==> src/rtl/fallthru_fifo_pkg.sv <==
package fallthru_fifo_pkg;

  // Handshake flags presented by the control path
  typedef struct packed {
    logic inReady;
    logic outReady;
  } ftFlags_t;

  // Next occupancy of one stage; clear dominates, a fill and a drain never coincide
  function automatic logic ftNextOcc(input logic cur, input logic fill,
                                     input logic drain, input logic clr);
    logic nxt;
    if (clr)        nxt = 1'b0;
    else if (fill)  nxt = 1'b1;
    else if (drain) nxt = 1'b0;
    else            nxt = cur;
    return nxt;
  endfunction

endpackage

==> src/rtl/fallthru_fifo_ctrl.sv <==
module fallthru_fifo_ctrl
  import fallthru_fifo_pkg::*;
#(
  parameter int DEPTH = 64
) (
  input  logic             clk,
  input  logic             clear,
  input  logic             shiftIn,
  input  logic             shiftOut,
  output logic [DEPTH-1:0] stageLoad,
  output ftFlags_t         flags
);

  localparam int LAST = DEPTH - 1;

  logic [DEPTH-1:0] occ;
  logic [DEPTH-1:0] drain;
  logic             acceptIn;
  logic             releaseOut;

  assign acceptIn   = shiftIn  & ~occ[0];
  assign releaseOut = shiftOut &  occ[LAST];

  for (genvar i = 0; i < DEPTH; i++) begin : gStage
    // A stage fills from its upstream neighbour (or the input) when it is empty
    if (i == 0) begin : gHead
      assign stageLoad[i] = acceptIn;
    end else begin : gBody
      assign stageLoad[i] = occ[i-1] & ~occ[i];
    end

    // A stage drains into its downstream neighbour (or the output)
    if (i == LAST) begin : gTail
      assign drain[i] = releaseOut;
    end else begin : gPass
      assign drain[i] = occ[i] & ~occ[i+1];
    end

    always_ff @(posedge clk) begin
      occ[i] <= ftNextOcc(occ[i], stageLoad[i], drain[i], clear);
    end
  end

  assign flags.inReady  = ~occ[0];
  assign flags.outReady =  occ[LAST];

endmodule

==> src/rtl/fallthru_fifo_data.sv <==
module fallthru_fifo_data #(
  parameter int WIDTH = 4,
  parameter int DEPTH = 64
) (
  input  logic             clk,
  input  logic [DEPTH-1:0] stageLoad,
  input  logic [WIDTH-1:0] dataIn,
  output logic [WIDTH-1:0] dataOut
);

  localparam int LAST = DEPTH - 1;

  logic [WIDTH-1:0] stageData [DEPTH];

  for (genvar i = 0; i < DEPTH; i++) begin : gReg
    if (i == 0) begin : gHead
      always_ff @(posedge clk) begin
        if (stageLoad[i]) stageData[i] <= dataIn;
      end
    end else begin : gBody
      always_ff @(posedge clk) begin
        if (stageLoad[i]) stageData[i] <= stageData[i-1];
      end
    end
  end

  assign dataOut = stageData[LAST];

endmodule

==> src/rtl/fallthru_fifo.sv <==
module fallthru_fifo
  import fallthru_fifo_pkg::*;
#(
  parameter int WIDTH = 4,
  parameter int DEPTH = 64
) (
  input  logic             clk,
  input  logic             clear,
  input  logic             shiftIn,
  input  logic [WIDTH-1:0] dataIn,
  output logic             inReady,
  input  logic             shiftOut,
  output logic [WIDTH-1:0] dataOut,
  output logic             outReady
);

  logic [DEPTH-1:0] stageLoad;
  ftFlags_t         flags;

  fallthru_fifo_ctrl #(.DEPTH(DEPTH)) uCtrl (
    .clk       (clk),
    .clear     (clear),
    .shiftIn   (shiftIn),
    .shiftOut  (shiftOut),
    .stageLoad (stageLoad),
    .flags     (flags)
  );

  fallthru_fifo_data #(.WIDTH(WIDTH), .DEPTH(DEPTH)) uData (
    .clk       (clk),
    .stageLoad (stageLoad),
    .dataIn    (dataIn),
    .dataOut   (dataOut)
  );

  assign inReady  = flags.inReady;
  assign outReady = flags.outReady;

endmodule

==> config.mk <==
export PLATFORM = sky130hd
export DESIGN_NAME = fallthru_fifo
export DESIGN_NICKNAME = d
export VERILOG_FILES = /design/src/rtl/fallthru_fifo_pkg.sv /design/src/rtl/fallthru_fifo_ctrl.sv /design/src/rtl/fallthru_fifo_data.sv /design/src/rtl/fallthru_fifo.sv
export SDC_FILE = /design/constraint.sdc
export NUM_CORES = 1
export LEC_CHECK = 0
export ABC_AREA = 1
export BUFFER_PORTS_ARGS = -buffer_cell sky130_fd_sc_hd__buf_2
export CAP_MARGIN = 10
export CELL_PAD_IN_SITES_DETAIL_PLACEMENT = 1
export CELL_PAD_IN_SITES_GLOBAL_PLACEMENT = 1
export CORE_UTILIZATION = 50
export CTS_BUF_LIST = sky130_fd_sc_hd__clkbuf_4 sky130_fd_sc_hd__clkbuf_8
export CTS_CLUSTER_SIZE = 30
export DETAILED_ROUTE_END_ITERATION = 10
export PLACE_DENSITY_LB_ADDON = 0.1
export SYNTH_ARGS = -nofsm -noshare
export SYNTH_HDL_FRONTEND = slang
export SYNTH_SLANG_ARGS = --single-unit
==> constraint.sdc <==
create_clock -name clk -period 1.5 [get_ports clk]
set_input_delay 0.15 -clock clk [delete_from_list [all_inputs] [get_ports clk]]
set_output_delay 0.15 -clock clk [all_outputs]
set_load 0.005 [all_outputs]
==> impl_metrics.csv <==
group,metric,value,unit
run_status,status,"finished, final reports clean",
sta,hold_violations,0,
worst_hold_path,hold_path.startpoint,"dataIn[1]",
global_routing,grt_overflow,0,
logic_synthesis,synth-simple-area-share,0.0464,
clock_network,clkTransAtPathRegs,0.06,ns
logic_synthesis,yosys.area.top_type,"edfxtp_1",
sta,tns,0,ns
logic_synthesis,synthTopCellsByArea,"edfxtp_1 (74%), dfxtp_1 (12%), inv_1 (4.7%), nand2_1 (2.3%), nor2_1 (2.3%)",
clock_network,cts_buffers,50,
drt,drtPass1Iterations,4,
global_routing,grt_use_total,0.158,
logic_synthesis,synth.area.mux_share,0,
drt,drc,0,
floorplan,die_h,146,um
sta,rsz0062_at_grt,"false",
floorplan,initial_core_util,0.510,
power,p_leak,4.30,nW
logic_synthesis,syn_area_per_cell,15.9,um^2
global_routing,grt_max_degree,31,
cells_and_area,fin_util,0.584,
job,maxCapViolCount,0,
logic_synthesis,synth_top_family_by_area,"buffers and inverters",
power,ir_worst_vdd,0.000973,V
sta,max_freq,800,MHz
sta,post-route-period-util,0.834,
cells_and_area,num_antenna_cells,0,
worst_setup_path,path_cells,"inv_1 > buf_2",
worst_setup_path,critPathRequiredTime,1.35,ns
drt,viasPerCell,4.70,
sta,min_period,1.25,ns
sta,setup_violations,0,
floorplan,dieArea,21300,um^2
global_routing,grt_pass1_vias,5241,
logic_synthesis,ys_seq_elements,320,
worst_setup_path,arrival,1.10,ns
worst_setup_path,critPathCaptureType,"output pin",
floorplan,rows,52,
sta,slew_viol_final,0,
global_routing,grt_pass1_wl,26000,um
placed_design,port_buffers,13,
drt,ant_nets,0,
floorplan,core_area,20300,um^2
logic_synthesis,yosys_warnings,0,
logic_synthesis,seq_area_frac_synth,0.866,
sta,skew,0.0223,ns
worst_hold_path,hold_path_class,"input pin to register",
power,finalPower,17.9,mW
worst_setup_path,cp-startpoint,"uCtrl.occ[0]",
sta,slew_headroom,0.790,
drt,drt-initial-drc-count,231,
worst_setup_path,worstPathMaxFanout,5,
worst_setup_path,reg2reg_from,"uCtrl.flags[0]",
logic_synthesis,syn_nets,660,
cells_and_area,syn2layout_area_growth,14.4,%
drt,vias,4818,
placed_design,pre_cts_slack,0.397,ns
drt,drt-total-wl,15600,um
power,power.density,1510,nW/um^2
logic_synthesis,synth_xor_area_frac,0,
drt,avgRoutedWirePerCell,15.2,um
cells_and_area,layout-drive-gt1-share,0.136,
logic_synthesis,synth-compound-area-share,0.0309,
logic_synthesis,synth_top_area_share,0.742,
clock_network,clock-sinks,320,
placed_design,dp_hpwl,9620,um
global_routing,antenna_found_initial,0,
floorplan,io_pins,14,
clock_network,root_buffer,"clkbuf_8",
clock_network,cts_tree,"built",
cells_and_area,nets,724,
worst_setup_path,cp_slowest_stage_delay,0.39,ns
floorplan,die_x,146,um
clock_network,ctsLongestPathBuffers,3,
clock_network,clock_latency,0.55,ns
logic_synthesis,synth_cell_types,11,
worst_setup_path,startpoint_type,"register",
worst_setup_path,critical_path_class,"register to output pin",
worst_setup_path,slowest_stage,"dfxtp_1",
sta,fin_ws,0.249,ns
placed_design,globalplace.congestion,0.664,
sta,worst_pin_slew,0.315,ns
clock_network,htreeDepth,2,
logic_synthesis,synth.cell_area,10400,um^2
logic_synthesis,synth-adder-area-share,0,
logic_synthesis,synth_cells,652,
[sequential cells by signal, summed over array words and instances (netlist names)]
name / count
uCtrl.occ: 63
uCtrl.flags: 1
uData.stageData: 256
[worst max-delay path: cells and delay by family, from the launching register on]
family,cells,cell delay (ns)
buf+inv,2,0.17
flops,1,0.39
[per-layer routing]
metal  wire [um]  global-route usage  share of wire
met5           0                   0              0
met1        6590               0.189           0.42
met2        7960               0.275           0.51
met3         643              0.0376          0.041
met4         431              0.0684          0.028
[power by group]
group / internal, mW / switching (mW) / leakage (nW)
combinational: 0.0969 / 0.234 / 1.09
clock: 4.49 / 3.13 / 0.574
sequential: 9.82 / 0.132 / 2.64
total: 14.4 / 3.50 / 4.30
[final cells by class]
cell class                 instances  area, um^2
clock buffer                      80         982
multi-input combinational        192         801
fill                            1922        8450
timing repair buffer              22         163
tap                              270         338
sequential                       320        8970
clock inverter                    12         109
inverter                         130         490
[metrics by stage]
step	area [um^2]	instances	hold slack, ns
floorplan	10400	652	0.219
global placement	10700	927	0.329
detailed placement	10700	927	0.329
CTS	11900	1026	0.269
global route	11900	1026	0.295
finish	11900	1026	0.324
[timing repair]
action	4_1_cts	5_1_grt
setup buffers	0	0
setup endpoints to repair	0	0
hold endpoints to repair	10	0
hold buffers	7	0
gates resized for setup	0	0
[worst paths after layout]
path	slack [ns]	to	cells past startpoint
worst min register to register	0.41	uData.stageData[3][7]	0
worst max-delay path	0.25	inReady	2
worst max register to register	0.27	uCtrl.flags[0]	4
worst min-delay path	0.32	uData.stageData[0][1]	2
[cell families (layout without fill, tap and decap cells)]
kind of cell / Yosys count / in the layout
flip-flops: 320 / 320
buffers and inverters: 140 / 244
AND/OR/NAND/NOR: 128 / 128
AO/OA/AOI/OAI: 64 / 64
[Yosys cell counts]
cell,number
buf_4,4
o21ai_0,44
inv_4,1
nor2_1,64
buf_6,6
edfxtp_1,256
dfxtp_1,64
nand2_1,64
a21oi_1,1
o21ai_1,19
inv_1,129
[placed cells by master, fill, tap and decap left out]
cell | synthesis | layout
clkinv_2 | 0 | 3
clkinvlp_4 | 0 | 2
buf_12 | 0 | 1
dlygate4sd3_1 | 0 | 7
o21ai_0 | 44 | 44
nand2_1 | 64 | 64
clkbuf_4 | 0 | 19
dfxtp_1 | 64 | 64
buf_4 | 4 | 1
inv_1 | 129 | 129
a21oi_1 | 1 | 1
buf_2 | 0 | 13
o21ai_1 | 19 | 19
bufinv_16 | 0 | 2
inv_4 | 1 | 1
nor2_1 | 64 | 64
clkbuf_8 | 0 | 61
clkinv_1 | 0 | 5
edfxtp_1 | 256 | 256
(Power assumes the default switching activity.)
